==> config.mk <==
export PLATFORM = sky130hd
export DESIGN_NAME = scl_tick_gen
export DESIGN_NICKNAME = d
export VERILOG_FILES = /design/src/rtl/scl_div_pkg.sv /design/src/rtl/scl_div_cfg.sv /design/src/rtl/scl_div_stage.sv /design/src/rtl/scl_phase_seq.sv /design/src/rtl/scl_tick_gen.sv
export SDC_FILE = /design/constraint.sdc
export NUM_CORES = 1
export LEC_CHECK = 0
export CELL_PAD_IN_SITES_DETAIL_PLACEMENT = 0
export CELL_PAD_IN_SITES_GLOBAL_PLACEMENT = 1
export CORE_MARGIN = 4
export CORE_UTILIZATION = 40
export DETAILED_ROUTE_END_ITERATION = 7
export PLACE_DENSITY_LB_ADDON = 0.25
export SLEW_MARGIN = 25
export SYNTH_ARGS = -nofsm -noshare
export SYNTH_HDL_FRONTEND = slang
export SYNTH_SLANG_ARGS = --single-unit
==> constraint.sdc <==
create_clock -name clk_i -period 2.45 [get_ports clk_i]
set_input_delay 0.49 -clock clk_i [delete_from_list [all_inputs] [get_ports clk_i]]
set_output_delay 0.49 -clock clk_i [all_outputs]
set_load 0.05 [all_outputs]
==> src/rtl/scl_div_pkg.sv <==
package scl_div_pkg;
  localparam int CTRL_W     = 16;
  localparam int DIV_A_W    = 2;
  localparam int DIV_B_W    = 6;
  localparam int DIV_A_LSB  = 14;
  localparam int DIV_B_LSB  = 8;
  localparam int PHASES     = 22;
  localparam int PHASE_W    = $clog2(PHASES);
  localparam int HIGH_START = PHASES / 2;
endpackage

==> src/rtl/scl_div_cfg.sv <==
module scl_div_cfg
  import scl_div_pkg::*;
#(
  parameter int CW    = CTRL_W,
  parameter int AW    = DIV_A_W,
  parameter int BW    = DIV_B_W,
  parameter int A_LSB = DIV_A_LSB,
  parameter int B_LSB = DIV_B_LSB
) (
  input  logic          clk_i,
  input  logic          rst_ni,
  input  logic          we_i,
  input  logic [CW-1:0] wdata_i,
  output logic [AW-1:0] div_a_o,
  output logic [BW-1:0] div_b_o,
  output logic          reload_o
);
  logic [AW-1:0] wr_a;
  logic [BW-1:0] wr_b;
  logic          unused_mode;

  assign wr_a = wdata_i[A_LSB +: AW];
  assign wr_b = wdata_i[B_LSB +: BW];
  // mode flags belong to the bit engine
  assign unused_mode = ^wdata_i[B_LSB-1:0];

  assign reload_o = we_i && ((wr_a != div_a_o) || (wr_b != div_b_o));

  always_ff @(posedge clk_i or negedge rst_ni) begin
    if (!rst_ni) begin
      div_a_o <= '0;
      div_b_o <= '0;
    end else if (reload_o) begin
      div_a_o <= wr_a;
      div_b_o <= wr_b;
    end
  end
endmodule

==> src/rtl/scl_div_stage.sv <==
module scl_div_stage #(
  parameter int W = 2
) (
  input  logic         clk_i,
  input  logic         rst_ni,
  input  logic         run_i,
  input  logic         clear_i,
  input  logic         step_i,
  input  logic [W-1:0] limit_i,
  output logic [W-1:0] cnt_o,
  output logic         tick_o
);
  logic at_limit;

  assign at_limit = (cnt_o == limit_i);
  assign tick_o   = run_i && !clear_i && step_i && at_limit;

  always_ff @(posedge clk_i or negedge rst_ni) begin
    if (!rst_ni)                cnt_o <= '0;
    else if (!run_i || clear_i) cnt_o <= '0;
    else if (step_i)            cnt_o <= at_limit ? '0 : cnt_o + 1'b1;
  end
endmodule

==> src/rtl/scl_phase_seq.sv <==
module scl_phase_seq
  import scl_div_pkg::*;
#(
  parameter int NPH = PHASES,
  parameter int PW  = PHASE_W,
  parameter int HI  = HIGH_START
) (
  input  logic          clk_i,
  input  logic          rst_ni,
  input  logic          run_i,
  input  logic          clear_i,
  input  logic          step_i,
  output logic [PW-1:0] phase_o,
  output logic          scl_high_o,
  output logic          rise_tick_o,
  output logic          fall_tick_o
);
  localparam logic [PW-1:0] LAST_PH = PW'(NPH - 1);
  localparam logic [PW-1:0] PRE_HI  = PW'(HI - 1);
  localparam logic [PW-1:0] HI_PH   = PW'(HI);

  assign scl_high_o  = (phase_o >= HI_PH);
  assign rise_tick_o = step_i && (phase_o == PRE_HI);
  assign fall_tick_o = step_i && (phase_o == LAST_PH);

  always_ff @(posedge clk_i or negedge rst_ni) begin
    if (!rst_ni)                phase_o <= '0;
    else if (!run_i || clear_i) phase_o <= '0;
    else if (step_i)            phase_o <= (phase_o == LAST_PH) ? '0 : phase_o + 1'b1;
  end
endmodule

==> src/rtl/scl_tick_gen.sv <==
module scl_tick_gen
  import scl_div_pkg::*;
#(
  parameter int CW = CTRL_W,
  parameter int AW = DIV_A_W,
  parameter int BW = DIV_B_W,
  parameter int PW = PHASE_W
) (
  input  logic          clk_i,
  input  logic          rst_ni,
  input  logic          en_i,
  input  logic          ctrl_we_i,
  input  logic [CW-1:0] ctrl_wdata_i,
  output logic          sub_tick_o,
  output logic          scl_high_o,
  output logic          scl_rise_tick_o,
  output logic          scl_fall_tick_o
);
  logic [AW-1:0] div_a, cnt_a;
  logic [BW-1:0] div_b, cnt_b;
  logic [PW-1:0] phase;
  logic          reload, tick_a, tick_b;

  scl_div_cfg #(.CW(CW), .AW(AW), .BW(BW)) u_cfg (
    .clk_i, .rst_ni,
    .we_i     (ctrl_we_i),
    .wdata_i  (ctrl_wdata_i),
    .div_a_o  (div_a),
    .div_b_o  (div_b),
    .reload_o (reload)
  );

  scl_div_stage #(.W(AW)) u_stage_a (
    .clk_i, .rst_ni,
    .run_i   (en_i),
    .clear_i (reload),
    .step_i  (1'b1),
    .limit_i (div_a),
    .cnt_o   (cnt_a),
    .tick_o  (tick_a)
  );

  scl_div_stage #(.W(BW)) u_stage_b (
    .clk_i, .rst_ni,
    .run_i   (en_i),
    .clear_i (reload),
    .step_i  (tick_a),
    .limit_i (div_b),
    .cnt_o   (cnt_b),
    .tick_o  (tick_b)
  );

  scl_phase_seq #(.PW(PW)) u_seq (
    .clk_i, .rst_ni,
    .run_i       (en_i),
    .clear_i     (reload),
    .step_i      (tick_b),
    .phase_o     (phase),
    .scl_high_o  (scl_high_o),
    .rise_tick_o (scl_rise_tick_o),
    .fall_tick_o (scl_fall_tick_o)
  );

  assign sub_tick_o = tick_b;
endmodule

==> flow_metrics.tcl, run 1 <==
set metrics [dict create \
    status "complete, no violations" \
    area_delta_synth_final_pct 24.5 \
    num_antenna_cells 0 \
    critPathMaxFanout 11 \
    p_leak_nw 0.641 \
    fmax_mhz 410 \
    grt-ovfl-total 0 \
    synth_edf_count 0 \
    fin_nets 174 \
    pwr-share-seq_pct 53.2 \
    seq_area_frac_synth_pct 39.0 \
    syn-num-nets 154 \
    clockBufferDepth 2 \
    detail-route-antenna-nets 0 \
    fin_worst_skew_ns 0.0161 \
    tightest_slew_ns 0.486 \
    drt-met1-wl_mm 1.33 \
    cellPowerDensity_nw_per_um2 431 \
    htreeDepth 1 \
    routed_wl_mm 2.94 \
    worstPathRequired_ns 1.96 \
    dr_wl_met3_um 91 \
    synth_ff_type "dfrtp_1" \
    synth_area_um2 1350 \
    worstSkewPairLatency_ns 0.32 \
    power_switching_w 0.000226 \
    synth.distinct_cells 36 \
    cts_buffers 3 \
    startpoint_type "flip-flop" \
    floorplan.initialDensity_pct 43.1 \
    maxCapViolCount 0 \
    netlist_top_cells_area "dfrtp_1 (39%), mux2_2 (6.7%), xor2_1 (6.5%), xnor2_1 (4.5%), ha_1 (3.7%)" \
    timing_hold_violations_final 0 \
    p_sw_share_pct 31.3 \
    rows 20 \
    antenna_found_initial 0 \
    routabilityCongestion 0.813 \
    pwr-share-clk_pct 24.9 \
    timing.critical_path.buf_inv 2 \
    grt_pass1_wl_mm 5.26 \
    relSlewSlack_pct 67.7 \
    cts_tree "built" \
    totalNegativeSetupSlack_ns 0 \
    critical_path.cell_chain "xor2_1 -> nand4bb_4 -> buf_4 -> nor4_4 -> buf_12" \
    io_pins 24 \
    drcViolationCount 0 \
    drt_iter0_drc 60 \
    ff2ff_path_depth 5 \
    cp.depth 5 \
    crit_family "simple AND/OR/NAND/NOR gates" \
    min_period_over_period_pct 99.5 \
    slew_viol_final 0 \
    top_layer "met4" \
    rsz0062_at_grt "true" \
    grt_start_max_net_pins 22 \
    grt_pass1_vias 1128 \
    grt_usage_pct 15.5 \
    multi_input_area_um2 835 \
    ir_worst_vdd_mv 0.380 \
    hold_ws_ns 0.500 \
    crit_type "reg -> out" \
    dp.cells 188 \
    yosysWarnings 0 \
    internal-power_w 0.000496 \
    regArea_um2 526 \
    cts.sinks 21 \
    die_x_um 66.0 \
    fillers 282 \
    utilization_pct 53.6 \
    hold_path_class "in -> async" \
    postCtsHoldBufs 0 \
    die_h_um 66.0 \
    root_buffer "clkbuf_4" \
    cp.arrival_ns 1.95 \
    viasPerCell 5.56 \
    synth_top_area_cell "dfrtp_1" \
    io_buffers 15 \
    drive_gt1_share_pct 23.5 \
    async_flop_share_pct 100 \
    p_comb_share_pct 21.9 \
    crit_path_max_incr_delay_ns 0.44 \
    cp_slowest_cell "dfrtp_1" \
    syn_inst 130 \
    cp-end-kind "output port" \
    final_cell_count_no_fill 193 \
    period_minus_slack_ns 2.44 \
    avgSynthCellArea_um2 10.4 \
    ys_ff_latch 21 \
    finalSetupViolations 0 \
    dpl.hpwl_mm 2.17 \
    dr.pass1.iters 4 \
    yosysMostFrequentCell "dfrtp_1" \
    clk_pin_slew_ns 0.14 \
    routed-via-count 1073 \
    met2WireLength_mm 1.50 \
    netlist_top_cells_count "dfrtp_1 (21), xor2_1 (10), mux2_2 (8), nand2_1 (8)" \
    routedWlPerCell_um 15.2 \
    die-area_um2 4360 \
    synth_top_area_share_pct 39.0 \
    core-area_um2 3130 \
]
==> repair_timing <==
item | 4_1_cts | 5_1_grt
gates resized for setup | 14 | 0
setup buffers | 0 | 1
pin swaps | 6 | 3
endpoints found under the setup margin | 4 | 3
==> final timing paths <==
check                                    from                 end  slack (ns)
setup / recovery             u_cfg.div_a_o[0]          sub_tick_o        0.01
hold / removal                         rst_ni  u_stage_b.cnt_o[1]        0.50
setup reg to reg             u_cfg.div_a_o[0]    u_seq.phase_o[4]        0.50
hold reg to reg            u_stage_a.cnt_o[0]  u_stage_a.cnt_o[0]        0.54
max in group asynchronous              rst_ni  u_stage_b.cnt_o[4]        1.72
min in group clk_i         u_stage_a.cnt_o[0]  u_stage_a.cnt_o[0]        0.54
==> cells by family after synthesis <==
logic type	Yosys count	synth area share [%]
and+or+nand+nor	43	20.4
AOI/OAI and AO/OA	27	15.5
DFF	21	39.0
xor gates and xnor gates	17	11.0
buffers and inverters	10	3.62
muxes	8	6.69
adders and majority gates	4	3.71
==> worst reg2reg max path: cells and delay by family (launching register included) <==
family	cells	cell delay, ns
AOI/OAI and AO/OA	1	0.24
xor gates and xnor gates	1	0.24
buffers and inverters	1	0.20
DFF	1	0.44
and+or+nand+nor	2	0.73
==> stage by stage <==
step	worst slack [ns]	area [um^2]	power, W
after detailed placement	-0.273	1620	0.000544
after global placement	-0.276	1620	0.000538
after CTS	-0.00597	1670	0.000725
after floorplan	-0.254	1370	0.000485
final	0.0130	1680	0.000723
after global routing	-0.0981	1680	0.000769
==> final cells by class <==
class,count,area share [%]
Multi-Input combinational cell,99,49.7
Sequential cell,21,31.3
Timing Repair Buffer,22,13.2
Tap cell,44,3.28
Clock buffer,3,1.34
Inverter,3,0.671
Clock inverter,1,0.447
==> registers in the layout, summed over array words and instances, names as in the netlist <==
signal,flops
u_cfg.div_b_o,6
u_stage_b.cnt_o,6
u_seq.phase_o,5
u_cfg.div_a_o,2
u_stage_a.cnt_o,2
==> layout by cell type (no fill, tap or decap), types with 4 or more instances in the layout <==
cell type      instances
dlygate4sd2_1          9
xnor2_1                6
nand2_1                8
nand3_1                5
a211oi_1               6
ha_1                   4
buf_4                  7
nor2_1                 7
mux2_2                 8
dfrtp_1               21
o21ai_0                4
o211ai_1               4
xor2_1                10
==> power by group through the flow <==
stage	clock network, W	registers [W]	logic [W]
2_1_floorplan	0	0.000386	0.0000994
5_1_grt	0.000207	0.000388	0.000174
4_1_cts	0.000184	0.000385	0.000157
3_5_place_dp	0	0.000391	0.000153
3_3_place_gp	0	0.000389	0.000148
6_report	0.000180	0.000384	0.000158
==> per-layer routing <==
| metal | up-vias | global-route usage [%] |
|---|---|---|
| met4 | 0 | 2.28 |
| li1 | 530 | - |
| met2 | 16 | 28.5 |
| met5 | - | 0 |
| met1 | 525 | 18.3 |
| met3 | 2 | 4.08 |
Power figures use the tool's default switching activity.
==> run 2: changes to the inputs <==
--- a/config.mk
+++ b/config.mk
@@ -7,7 +7,6 @@
 export LEC_CHECK = 0
 export CELL_PAD_IN_SITES_DETAIL_PLACEMENT = 0
 export CELL_PAD_IN_SITES_GLOBAL_PLACEMENT = 1
-export CORE_MARGIN = 4
 export CORE_UTILIZATION = 40
 export DETAILED_ROUTE_END_ITERATION = 7
 export PLACE_DENSITY_LB_ADDON = 0.25
==> run 2 against run 1 <==
  * Die area down 17%
  * Hold slack worse by 0.0073 ns
  * Highest routed layer unchanged
  * Fmax up 0.21%
  * Register-to-register slack better by 0.02 ns
  * Sequential power about the same
  * Critical path type is now in -> out
==> flow_metrics.tcl, run 2 (same netlist as run 1, synthesis figures left out) <==
set metrics [dict create \
    viasPerCell 5.69 \
    critPathMaxFanout 4 \
    ir_worst_vdd_mv 0.237 \
    area_delta_synth_final_pct 25.6 \
    dpl_worst_slack_ns -0.256 \
    io_buffers 15 \
    final_area_um2 1690 \
    timing_hold_violations_final 0 \
    tightest_slew_ns 0.522 \
    core-area_um2 3130 \
    clk_pin_slew_ns 0.13 \
    hold_path_class "in -> async" \
    cts_buffers 3 \
    num_antenna_cells 0 \
    die-area_um2 3600 \
    die_x_um 60.0 \
    rr_startpoint "u_cfg.div_b_o[3]" \
    period_minus_slack_ns 2.43 \
    postCtsHoldBufs 0 \
    cp-end-kind "output port" \
    dr.pass1.iters 4 \
    worstSkewPairLatency_ns 0.32 \
    status "complete, no violations" \
    pwr-share-seq_pct 52.8 \
    dpl-instance-area_um2 1620 \
    cts.sinks 21 \
    startpoint_type "input port" \
    p_leak_nw 0.643 \
    relSlewSlack_pct 65.1 \
    totalNegativeSetupSlack_ns 0 \
    grt_usage_pct 18.8 \
    dpl.hpwl_mm 2.10 \
    fin_worst_skew_ns 0.00887 \
    detail-route-antenna-nets 0 \
    grt_start_max_net_pins 22 \
    worstSetupEndpoint "sub_tick_o" \
    fillers 278 \
    maxCapViolCount 0 \
    finalSetupViolations 0 \
    final_common_cell "dfrtp_1" \
    min_period_over_period_pct 99.3 \
    grt_pass1_wl_mm 4.97 \
    drt_iter0_drc 45 \
    antenna_found_initial 0 \
    io_pins 24 \
    internal-power_w 0.000497 \
    routed_wl_mm 2.94 \
    power_switching_w 0.000233 \
    crit_type "in -> out" \
    grt-ovfl-total 0 \
    p_comb_share_pct 22.7 \
    final_cell_mix "dfrtp_1 (20), dlygate4sd2_1 (9), xor2_1 (8), mux2_2 (8), nand2_1 (8)" \
    htreeDepth 1 \
    routed-via-count 1098 \
    grt_pass1_vias 1093 \
    fin_ws_ns 0.0182 \
    drive_gt1_share_pct 24.8 \
    routedWlPerCell_um 15.2 \
    cp.arrival_ns 1.94 \
    ff2ff_path_depth 6 \
    rsz0062_at_grt "true" \
    startpoint "ctrl_wdata_i[11]" \
    cts_tree "built" \
    slew_viol_final 0 \
    drcViolationCount 0 \
    fmax_mhz 411 \
    worstPathRequired_ns 1.96 \
    p_sw_share_pct 31.9 \
    fin_nets 174 \
    clockBufferDepth 2 \
    root_buffer "clkbuf_4" \
    pwr-share-clk_pct 24.6 \
    rr_endpoint "u_seq.phase_o[4]" \
    routabilityCongestion 0.752 \
    die_h_um 60.0 \
    hold_ws_ns 0.493 \
    cellPowerDensity_nw_per_um2 431 \
    rows 20 \
    reg.largest.list "u_cfg.div_b_o: 6 flops, u_stage_b.cnt_o: 6 flops, u_seq.phase_o: 5 flops" \
    r2r_slack_ns 0.52 \
    floorplan.initialDensity_pct 43.1 \
]
==> run 2: final cells by class <==
type | instances | area (um^2) | share of cell area, %
Clock buffer | 3 | 22.5 | 1.33
Clock inverter | 1 | 5.00 | 0.296
Inverter | 3 | 11.3 | 0.665
Multi-Input combinational cell | 99 | 851 | 50.3
Sequential cell | 21 | 527 | 31.1
Tap cell | 44 | 55.1 | 3.25
Timing Repair Buffer | 22 | 221 | 13.1
==> run 2: layer usage <==
metal	up-vias	global-route usage (%)	routed length, um
met5	-	0	0
met4	0	8.64	59
met3	12	2.16	92
met2	25	32.1	1480
met1	541	23.7	1310
li1	520	-	-
==> run 2: power by group through the flow <==
stage               clock, W  combinational (W)  sequential [W]
floorplan                  0          0.0000994        0.000386
global placement           0           0.000148        0.000389
detailed placement         0           0.000151        0.000391
CTS                 0.000184           0.000153        0.000384
global route        0.000202           0.000180        0.000388
finish              0.000179           0.000166        0.000385
==> run 2: per-stage QoR <==
step	util, %	total power [W]	instances
detailed placement	51.6	0.000542	188
global route	54.1	0.000769	193
global placement	51.6	0.000538	188
finish	54.1	0.000730	193
floorplan	-	0.000485	130
CTS	52.9	0.000721	192
==> run 2: critical path, stage by stage <==
cell           delay [ns]
dlygate4sd2_1        0.25
xor2_1               0.17
nor4_2               0.29
buf_4                0.17
a21boi_4             0.08
nor4_4               0.32
buf_12               0.18
==> run 2: how the worst min path moves through the flow <==
stage                                  start                  to
after floorplan                       rst_ni    u_cfg.div_a_o[0]
after global placement    u_stage_a.cnt_o[0]  u_stage_a.cnt_o[0]
after detailed placement  u_stage_a.cnt_o[0]  u_stage_a.cnt_o[0]
after CTS                             rst_ni    u_seq.phase_o[0]
after global routing                  rst_ni    u_seq.phase_o[4]
final                                 rst_ni    u_seq.phase_o[0]
==> run 2: what timing repair did <==
action | 4_1_cts | 5_1_grt
pin swaps | 5 | 4
gates resized for setup | 12 | 5
endpoints found under the setup margin | 4 | 3
buffers inserted | 0 | 1
